===== config.mk =====
export PLATFORM = sky130hd
export DESIGN_NAME = ebcs_unit
export DESIGN_NICKNAME = d
export VERILOG_FILES = /design/src/rtl/ebcs_pkg.sv /design/src/rtl/ebcs_regs.sv /design/src/rtl/ebcs_decode.sv /design/src/rtl/ebcs_timer.sv /design/src/rtl/ebcs_unit.sv
export SDC_FILE = /design/constraint.sdc
export NUM_CORES = 1
export LEC_CHECK = 0
export ABC_AREA = 1
export BUFFER_PORTS_ARGS = -buffer_cell sky130_fd_sc_hd__buf_2
export CAP_MARGIN = 20
export CORE_ASPECT_RATIO = 0.8
export CORE_MARGIN = 1
export CORE_UTILIZATION = 55
export DETAILED_ROUTE_END_ITERATION = 7
export PLACE_DENSITY = 0.79
export SYNTH_ARGS = -nofsm -noshare
export SYNTH_HDL_FRONTEND = slang
export SYNTH_HIERARCHICAL = 1
export SYNTH_SLANG_ARGS = --single-unit

===== constraint.sdc =====
create_clock -name clk -period 2.25 [get_ports clk]
set_clock_uncertainty 0.2 [all_clocks]
set_input_delay 0.45 -clock clk [delete_from_list [all_inputs] [get_ports clk]]
set_output_delay 0.45 -clock clk [all_outputs]
set_load 0.02 [all_outputs]

===== src/rtl/ebcs_pkg.sv =====
package ebcs_pkg;
  localparam int HI_W   = 16;
  localparam int WAIT_W = 6;

  typedef enum logic [1:0] {
    K_BASE = 2'd0,
    K_MASK = 2'd1,
    K_CTRL = 2'd2,
    K_NONE = 2'd3
  } reg_kind_e;

  // window compare on upper address half; mask bit set = don't care
  function automatic logic win_match(input logic [HI_W-1:0] a_hi,
                                     input logic [HI_W-1:0] base_hi,
                                     input logic [HI_W-1:0] mask_hi);
    return ((a_hi ^ base_hi) & ~mask_hi) == '0;
  endfunction

  // wait-state field of the control word
  function automatic logic [WAIT_W-1:0] ctl_wait(input logic [31:0] d);
    return d[15:10];
  endfunction
endpackage


===== src/rtl/ebcs_regs.sv =====
module ebcs_regs
  import ebcs_pkg::*;
#(
  parameter int N_WIN     = 6,
  parameter int IDX_W     = 3,
  parameter int BOOT_WAIT = 3
) (
  input  logic                         clk,
  input  logic                         rst_n,
  input  logic                         we,
  input  logic [IDX_W-1:0]             win,
  input  logic [1:0]                   kind,
  input  logic [31:0]                  data,
  output logic [N_WIN-1:0][HI_W-1:0]   base_q,
  output logic [N_WIN-1:0][HI_W-1:0]   mask_q,
  output logic [N_WIN-1:0]             valid_q,
  output logic [N_WIN-1:0][WAIT_W-1:0] wait_q
);
  logic win_ok;
  assign win_ok = (int'(win) < N_WIN);

  always_ff @(posedge clk or negedge rst_n) begin
    if (!rst_n) begin
      base_q    <= '0;
      mask_q    <= '0;
      valid_q   <= '0;
      wait_q    <= '0;
      wait_q[0] <= WAIT_W'(BOOT_WAIT);
    end else if (we && win_ok) begin
      case (reg_kind_e'(kind))
        K_BASE: base_q[win] <= data[31:16];
        K_MASK: begin
          mask_q[win]  <= data[31:16];
          valid_q[win] <= data[0];
        end
        K_CTRL: wait_q[win] <= ctl_wait(data);
        default: ;
      endcase
    end
  end

  // out-of-range window index never touches stored state
  a_r12_bad_index: assert property (@(posedge clk) disable iff (!rst_n)
    (we && !win_ok) |=> ($stable(valid_q) && $stable(base_q) && $stable(mask_q) && $stable(wait_q)));
endmodule


===== src/rtl/ebcs_decode.sv =====
module ebcs_decode
  import ebcs_pkg::*;
#(
  parameter int N_WIN = 6
) (
  input  logic [31:0]                  addr,
  input  logic [N_WIN-1:0][HI_W-1:0]   base_q,
  input  logic [N_WIN-1:0][HI_W-1:0]   mask_q,
  input  logic [N_WIN-1:0]             valid_q,
  input  logic [N_WIN-1:0][WAIT_W-1:0] wait_q,
  output logic                         glob,
  output logic [N_WIN-1:0]             sel,
  output logic                         miss,
  output logic [WAIT_W-1:0]            wait_sel
);
  logic [N_WIN-1:0] hit;

  assign glob = !valid_q[0];

  generate
    for (genvar i = 0; i < N_WIN; i++) begin : g_win
      if (i == 0) begin : g_boot
        assign hit[i] = glob || win_match(addr[31:16], base_q[i], mask_q[i]);
      end else begin : g_norm
        assign hit[i] = !glob && valid_q[i] && win_match(addr[31:16], base_q[i], mask_q[i]);
      end
    end
  endgenerate

  always_comb begin
    logic found;
    found    = 1'b0;
    sel      = '0;
    wait_sel = '0;
    for (int i = 0; i < N_WIN; i++) begin
      if (hit[i] && !found) begin
        sel[i]   = 1'b1;
        wait_sel = wait_q[i];
        found    = 1'b1;
      end
    end
    miss = !found;
  end
endmodule


===== src/rtl/ebcs_timer.sv =====
module ebcs_timer
  import ebcs_pkg::*;
#(
  parameter int N_WIN = 6
) (
  input  logic              clk,
  input  logic              rst_n,
  input  logic              start,
  input  logic [N_WIN-1:0]  sel,
  input  logic              miss,
  input  logic [WAIT_W-1:0] wait_sel,
  output logic              go,
  output logic [N_WIN-1:0]  cs_n,
  output logic              ack,
  output logic              err,
  output logic              busy
);
  typedef enum logic [1:0] {S_IDLE, S_RUN, S_ACK} st_e;
  st_e               st;
  logic [WAIT_W-1:0] cnt;

  assign busy = (st != S_IDLE);
  assign go   = start && !busy;

  always_ff @(posedge clk or negedge rst_n) begin
    if (!rst_n) begin
      st   <= S_IDLE;
      cnt  <= '0;
      cs_n <= '1;
      ack  <= 1'b0;
      err  <= 1'b0;
    end else begin
      ack <= 1'b0;
      err <= 1'b0;
      case (st)
        S_IDLE: if (go) begin
          if (miss) err <= 1'b1;
          else begin
            cs_n <= ~sel;
            cnt  <= wait_sel;
            st   <= S_RUN;
          end
        end
        S_RUN: if (cnt == '0) begin
          cs_n <= '1;
          ack  <= 1'b1;
          st   <= S_ACK;
        end else cnt <= cnt - 1'b1;
        default: st <= S_IDLE;
      endcase
    end
  end

  a_r1_one_low: assert property (@(posedge clk) disable iff (!rst_n)
    $onehot0(~cs_n));
  a_r7_hold_low: assert property (@(posedge clk) disable iff (!rst_n)
    (st == S_RUN && cnt != '0) |=> $stable(cs_n));
  a_r8_ack_single: assert property (@(posedge clk) disable iff (!rst_n)
    ack |=> !ack);
  a_r8_ack_after_cs: assert property (@(posedge clk) disable iff (!rst_n)
    $rose(ack) |-> ($past(cs_n) != '1 && cs_n == '1));
  a_r9_err_quiet: assert property (@(posedge clk) disable iff (!rst_n)
    err |-> (cs_n == '1 && !ack));
  a_r10_busy_ignored: assert property (@(posedge clk) disable iff (!rst_n)
    (busy && start) |=> !err);
endmodule


===== src/rtl/ebcs_unit.sv =====
module ebcs_unit
  import ebcs_pkg::*;
#(
  parameter int N_WIN     = 6,
  parameter int BOOT_WAIT = 3
) (
  input  logic        clk,
  input  logic        rst_n,
  input  logic [1:0]  cfg_size_i,
  input  logic        reg_we_i,
  input  logic [2:0]  reg_win_i,
  input  logic [1:0]  reg_kind_i,
  input  logic [31:0] reg_data_i,
  input  logic        acc_start_i,
  input  logic [31:0] acc_addr_i,
  output logic [5:0]  cs_n_o,
  output logic        xfer_ack_o,
  output logic        acc_err_o,
  output logic        busy_o,
  output logic [1:0]  boot_size_o
);
  localparam int IDX_W = 3;

  logic [N_WIN-1:0][HI_W-1:0]   base_q, mask_q;
  logic [N_WIN-1:0]             valid_q;
  logic [N_WIN-1:0][WAIT_W-1:0] wait_q;
  logic                         glob, miss, acc_go;
  logic [N_WIN-1:0]             sel, cs_n;
  logic [WAIT_W-1:0]            wait_sel;
  logic [1:0]                   boot_q;

  ebcs_regs #(.N_WIN(N_WIN), .IDX_W(IDX_W), .BOOT_WAIT(BOOT_WAIT)) u_regs (
    .clk(clk), .rst_n(rst_n), .we(reg_we_i), .win(reg_win_i),
    .kind(reg_kind_i), .data(reg_data_i),
    .base_q(base_q), .mask_q(mask_q), .valid_q(valid_q), .wait_q(wait_q));

  ebcs_decode #(.N_WIN(N_WIN)) u_dec (
    .addr(acc_addr_i), .base_q(base_q), .mask_q(mask_q), .valid_q(valid_q),
    .wait_q(wait_q), .glob(glob), .sel(sel), .miss(miss), .wait_sel(wait_sel));

  ebcs_timer #(.N_WIN(N_WIN)) u_tmr (
    .clk(clk), .rst_n(rst_n), .start(acc_start_i), .sel(sel), .miss(miss),
    .wait_sel(wait_sel), .go(acc_go), .cs_n(cs_n), .ack(xfer_ack_o),
    .err(acc_err_o), .busy(busy_o));

  // boot port size follows the pins only while reset is held
  always_ff @(posedge clk) begin
    if (!rst_n) boot_q <= cfg_size_i;
  end

  assign cs_n_o      = cs_n;
  assign boot_size_o = boot_q;

  a_r3_global_cs0: assert property (@(posedge clk) disable iff (!rst_n)
    (acc_go && glob) |=> !cs_n_o[0]);
  a_r4_others_held: assert property (@(posedge clk) disable iff (!rst_n)
    (acc_go && glob) |=> (&cs_n_o[5:1]));
  a_r9_no_err_global: assert property (@(posedge clk) disable iff (!rst_n)
    (acc_go && glob) |=> !acc_err_o);
  a_r2_boot_hold: assert property (@(posedge clk) disable iff (!rst_n)
    $past(rst_n) |-> $stable(boot_size_o));
endmodule


# After elaboration in Yosys (flattened, before gate mapping)
# Cells that the tools add are included.
# Widths: inputs -> output; s select.
[classes]
bitwise = 19
n_lt_le_gt_ge = 3
reduce_logical = 43
n_mux = 44
n_eq_ne = 7
n_addsub = 1
[ops]
columns = ["op", "n"]
rows = [
  ["$bwmux 96", 2],
  ["$and 16x16->16", 6],
  ["$logic_not 16->1", 6],
  ["$not 16->16", 6],
  ["$xor 16x16->16", 6],
  ["$mux 6", 13],
  ["$demux 16 s3", 1],
  ["$bwmux 36", 1],
  ["$pmux 6 s2", 2],
  ["$demux 6 s3", 1],
  ["$logic_and 1x1->1", 18],
  ["$mux 1", 17],
  ["$mux 16", 1],
  ["$reduce_and 4->1", 2],
  ["$logic_not 1->1", 7],
  ["$bwmux 6", 1],
  ["$logic_not 6->1", 1],
  ["$mux 2", 3],
  ["$ne 2x2->1 const B", 3],
  ["$not 6->6", 1],
  ["$reduce_and 2->1", 3],
  ["$sub 6x1->6 const B", 1],
  ["$eq 2x1->1 const B", 2],
  ["$logic_not 2->1", 2],
  ["10 further kinds", 11],
]
[word_totals]
reg_bits = 252

# Depth between registers and ports, before layout
[depth]
depth_word = 24
ltp_mapped = 21

# Cells and area by module
# Netlist, hierarchy kept.
[modules_own_cells]
columns = ["mod", "area_each_um2", "cells_each", "n_inst"]
rows = [
  ["ebcs_regs", 9263.9, 1053, 1],
  ["ebcs_decode", 2959.1, 651, 1],
  ["ebcs_timer", 919.6, 109, 1],
  ["ebcs_unit", 63.8, 3, 1],
]

# Least setup slack after synthesis
# No wires, ideal clock.
[synth_path]
path_kind = "input-to-reg"
from = "in acc_addr_i[24]"
to = "reg u_tmr.cnt[3]"
slack_ps = -196
arrival_ps = 2173
n_path_buf = 3
path_stages = 20
required_ps = 1977
cell_sequence = "buf_4 inv_1 nand2_1 nand3_2 nand2_1 nor2_2 nand2_1 nor2_2 nand2_4 nand3_4 nor2_4 buf_6 nand2_2 nor2_1 nor2_1 nand2_1 nand2_2 buf_6 nor2_1 a21oi_2"
[synth_between]
elab_chain_cells = 23
elab_cells_between_ends = 51
classes_between = "eq/ne: 1; mux: 15; bitwise: 12; reduce/logical: 23"
[synth_lines]
columns = ["item", "line", "text"]
rows = [
  ["from (decl)", "ebcs_unit.sv:15", "input logic [31:0] acc_addr_i,"],
  ["$xor 16x16->16", "ebcs_pkg.sv:16", "return ((a_hi ^ base_hi) & ~mask_hi) == '0;"],
  ["$and 16x16->16", "ebcs_pkg.sv:16", ""],
  ["$logic_not 16->1", "ebcs_pkg.sv:16", ""],
  ["$logic_or 1x1->1", "ebcs_decode.sv:23", "assign hit[i] = glob || win_match(addr[31:16], base_q[i], mask_q[i]);"],
  ["$mux 1", "ebcs_decode.sv:36", "if (hit[i] && !found) begin"],
  ["$logic_not 1->1", "ebcs_decode.sv:36", ""],
  ["$logic_and 1x1->1", "ebcs_decode.sv:36", ""],
  ["$mux 1", "ebcs_decode.sv:36", ""],
  ["[... 7 more ...]", "n/a", ""],
  ["$logic_and 1x1->1", "ebcs_decode.sv:36", ""],
  ["$mux 1", "ebcs_decode.sv:36", ""],
  ["$logic_not 1->1", "ebcs_decode.sv:36", ""],
  ["$logic_and 1x1->1", "ebcs_decode.sv:36", ""],
  ["$mux 6", "ebcs_decode.sv:36", ""],
  ["$mux 6", "ebcs_timer.sv:37", "if (miss) err <= 1'b1;"],
  ["$mux 6", "ebcs_timer.sv:36", "S_IDLE: if (go) begin"],
  ["$pmux 6 s2", "ebcs_timer.sv:35", "case (st)"],
  ["to (signal assigned)", "ebcs_timer.sv:40", "cnt <= wait_sel;"],
  ["to (signal assigned)", "ebcs_timer.sv:48", "end else cnt <= cnt - 1'b1;"],
  ["to (decl)", "ebcs_timer.sv:20", "logic [WAIT_W-1:0] cnt;"],
]
# Parallel ways exist; a longest one is shown, timed or not. The select of a mux whose other input is x is not followed.
# A chain may end at the register's enable or synchronous reset.

# Worst setup path after layout
[layout_path]
from = "reg u_regs/base_q[55] (netlist bit)"
to = "reg u_tmr.cs_n[1]"
[layout_between]
elab_chain_cells = 14
[layout_lines]
columns = ["item", "line", "text"]
rows = [
  ["from (decl)", "ebcs_regs.sv:14", "output logic [N_WIN-1:0][HI_W-1:0] base_q,"],
  ["from (signal, indexed assignment)", "ebcs_regs.sv:31", "K_BASE: base_q[win] <= data[31:16];"],
  ["$xor 16x16->16 *", "ebcs_pkg.sv:16", ""],
  ["$and 16x16->16 *", "ebcs_pkg.sv:16", ""],
  ["$logic_not 16->1 *", "ebcs_pkg.sv:16", ""],
  ["$logic_and 1x1->1 *", "ebcs_decode.sv:25", "assign hit[i] = !glob && valid_q[i] && win_match(addr[31:16], base_q[i], mask_q[i]);"],
  ["$logic_and 1x1->1 *", "ebcs_decode.sv:36", ""],
  ["$mux 1 *", "ebcs_decode.sv:36", ""],
  ["$logic_not 1->1", "ebcs_decode.sv:36", ""],
  ["$logic_and 1x1->1", "ebcs_decode.sv:36", ""],
  ["$mux 1 *", "ebcs_decode.sv:36", ""],
  ["$logic_not 1->1", "ebcs_decode.sv:36", ""],
  ["$logic_and 1x1->1", "ebcs_decode.sv:36", ""],
  ["$mux 1 *", "ebcs_decode.sv:36", ""],
  ["$ne 2x2->1 (no line) *", "n/a", ""],
  ["$reduce_and 4->1 (no line) *", "n/a", ""],
  ["to (signal assigned)", "ebcs_timer.sv:39", "cs_n <= ~sel;"],
  ["to (decl)", "ebcs_timer.sv:13", "output logic [N_WIN-1:0] cs_n,"],
]
# Mark *: on every way between the ends. The rest lies on a longest branch, timed or not.

==> implementation parameters <==
Parameter                              Value

STA
  Final critical path time including I/O delays and setup ... 2650 ps
  Final setup viols ... 15
  Maximum clock frequency ... roughly 380 MHz
  Post-route setup TNS ... -4530 ps
  Worst slew margin relative to its limit ... 65.8%
  Max-slew violations ... 0
  Least-Margin Pin Slew ... 511 ps
  Unrepaired setup endpoints after global routing ... true
  Count of final hold-check violations ... 0
  Hold slack final ... 28.7 ps
  Minimum setup slack in the final design ... -399 ps
  Period utilisation layout ... 118%

Run status
  Run status ... finished with violations
  Violations in the final reports ... negative setup slack

Global routing
  Global-route wire length before repair ... 65400 um
  Overall routing resource usage ... 33.7%
  Global-route layer with the greatest usage ... met2
  Initial antenna violation count ... 4
  Total overflow reported by the global router ... 0
  Maximum number of pins on one net before global-route repair ... 78
  Met3 usage ... 5.34%
  Vias in the first global route ... 12500
  Global-route track usage on met2 ... 52.4%
  Met1 layer usage reported by global route ... 47.4%

Setup path
  Slowest library cell on the worst path ... sky130_fd_sc_hd__dfrtp_1
  Path type of the worst setup path ... register to register
  Number of cells on the worst reg-to-reg path ... 16
  Critical Path Max Stage Delay ... 380 ps
  Critical path arrival ... 2910 ps
  Critical path data required time ... 2520 ps
  Ordered cell list for the critical path ... or2_0 -> nand3b_1 -> nand2_1 -> nor2_2 -> nand2_2 -> nor3_4 -> nor2_4 -> nand2_2 -> nor2_4 -> nor2_4 -> nor2_1 -> nor2_1 -> nand2_1 -> buf_6 -> nand2_2 -> o21ai_2
  CP Max Fanout ... 8
  Critical Path Start Type ... register
  Crit path buffers/inverters ... 1
  Minimum setup slack among reg-to-reg paths ... -400 ps
  Worst path depth ... 16
  Type of element capturing the critical path ... register
  Cell family with the largest share of critical-path delay ... simple AND/OR/NAND/NOR gates

Place
  Cell count after placement ... 2230
  Final HPWL from detailed placement ... roughly 28000 um
  Final weighted congestion in routability-driven placement ... 0.986
  Port Buffer Count ... 60

Power and ir drop
  Power per standard cell area ... 903 mW/mm^2
  Internal power summed over all cells ... 9.71 mW
  Share of power burned in combinational logic ... 27.6%
  Static leakage ... approximately 8.6 nW
  Clock network fraction of total power ... 31.1%
  Switching part of the total ... 33.1%
  Worst VDD drop ... 0.526 mV
  Relative contribution of sequential cells to total power ... 41.3%
  Net switching power figure ... 4.81 mW
  Final total power ... about 15 mW

Clock network
  TritonCTS clock tree ... built
  Worst-Skew Late Latency ... 540 ps
  H-tree levels ... 1
  Clock transition at the registers of the reported paths ... 60 ps
  Root buf cell ... sky130_fd_sc_hd__clkbuf_16
  Maximum root-to-sink buffer count ... 3
  Clock Sink Count ... 252
  Num CTS Buffers ... 26

Yosys
  Average instance area after synthesis ... 7.27 um^2
  Warning count from the yosys run ... 6
  Synthesized netlist cell count ... 1815
  Net count after synthesis ... 1892
  Total standard cell area after synthesis ... 0.0132 mm^2

Die
  Core ar. ... 0.0235 mm^2
  Height of the die ... 141 um
  Starting utilization of the core area ... 56.3%
  Floorplan die width ... roughly 180 um
  Cell row count ... 50
  Number of top-level pins ... 86
  Area enclosed by the die boundary ... 0.0246 mm^2

Detailed routing
  Number of detailed-routing iterations run before antenna repair ... 5
  Post-route DRC ... 0
  Number of nets with antenna violations after detailed routing ... 0
  Number of vias in the routed layout ... 13300
  Average wire per cell in the routed design ... 17.9 um
  Total routed wirelength ... 41400 um
  Iteration-0 DRC count of the detailed router ... 1522
  Number of vias per cell ... around 5.7

Hold path
  Worst hold path class ... primary input to register
  Cell depth of the worst hold path ... 2

Cells and area
  Fraction of final layout cells with drive strength greater than 1 ... a little under a fifth
  Synth-to-layout area growth ... 21.7%
  Fin cells ... about 2300
  Commonest non-fill, non-tap cell in the layout ... sky130_fd_sc_hd__nand2_1
  Commonest cells after routing, fill and taps aside ... sky130_fd_sc_hd__nand2_1, sky130_fd_sc_hd__nand3_1, sky130_fd_sc_hd__dfrtp_1
  Total Nets Final ... 2054

Run
  Max_cap viols ... 0
area by class of cell:
type / instances / area (um^2)
fillers: 1867 / 7390
multi-input cells: 1342 / 6190
repair buffers: 231 / 1790
diodes: 4 / 10.0
inverters: 124 / 465
well taps: 312 / 390
flip-flops and latches: 252 / 6330
clock buffers: 36 / 759
clock inverters: 11 / 139
sequential cells by signal (all words and copies together) (netlist names):
signal and cells:
u_tmr/cnt 6, u_tmr/st 2, u_regs/mask_q 96, u_tmr/err 1, u_regs/base_q 96, boot_size_o 2, u_regs/wait_q 36, u_tmr/cs_n 6
u_regs/valid_q 6, u_tmr/ack 1
worst paths after layout:
path,startpoint,endpoint
worst max register to register,u_regs/base_q[55]$_DFFE_PN0P_,u_tmr/cs_n[1]$_DFFE_PN1P_
min in group asynchronous,rst_n,u_regs/mask_q[90]$_DFFE_PN0P_
worst max-delay path,u_regs/base_q[55]$_DFFE_PN0P_,u_tmr/cs_n[1]$_DFFE_PN1P_
max in group asynchronous,rst_n,u_regs/mask_q[20]$_DFFE_PN0P_
worst min register to register,u_tmr/cs_n[0]$_DFFE_PN1P_,u_tmr/cs_n[0]$_DFFE_PN1P_
worst min-delay path,acc_start_i,u_tmr/err$_DFF_PN0_
routing by layer:
| metal | routed length [um] | up-vias |
|---|---|---|
| li1 | - | 6069 |
| met1 | 16600 | 6268 |
| met2 | 18500 | 789 |
| met3 | 4470 | 132 |
| met4 | 1810 | 0 |
| met5 | 0 | - |
per-stage QoR:
step	cell area (um^2)	util (%)	setup slack [ps]
after floorplan	13200	-	-155
after global placement	14700	62.6	-475
after detailed placement	14700	62.6	-547
after CTS	15800	67.3	-230
after global routing	16100	68.5	-536
final	16100	68.5	-399
what timing repair did:
action	CTS	global route
hold endpoints to repair	49	0
pin swaps	14	32
resized for setup	28	42
setup endpoints to repair	13	14
hold buffers	3	0
buffers inserted	11	17
gates cloned	1	0
power groups by stage:
stage	sequential [mW]	clock (mW)	combinational, mW
global placement	6.00	0	3.39
detailed placement	6.03	0	3.53
finish	6.00	4.51	4.01
floorplan	5.96	0	2.29
global route	6.10	4.75	4.42
CTS	5.97	4.55	3.74
Power figures use the tool's default switching activity.
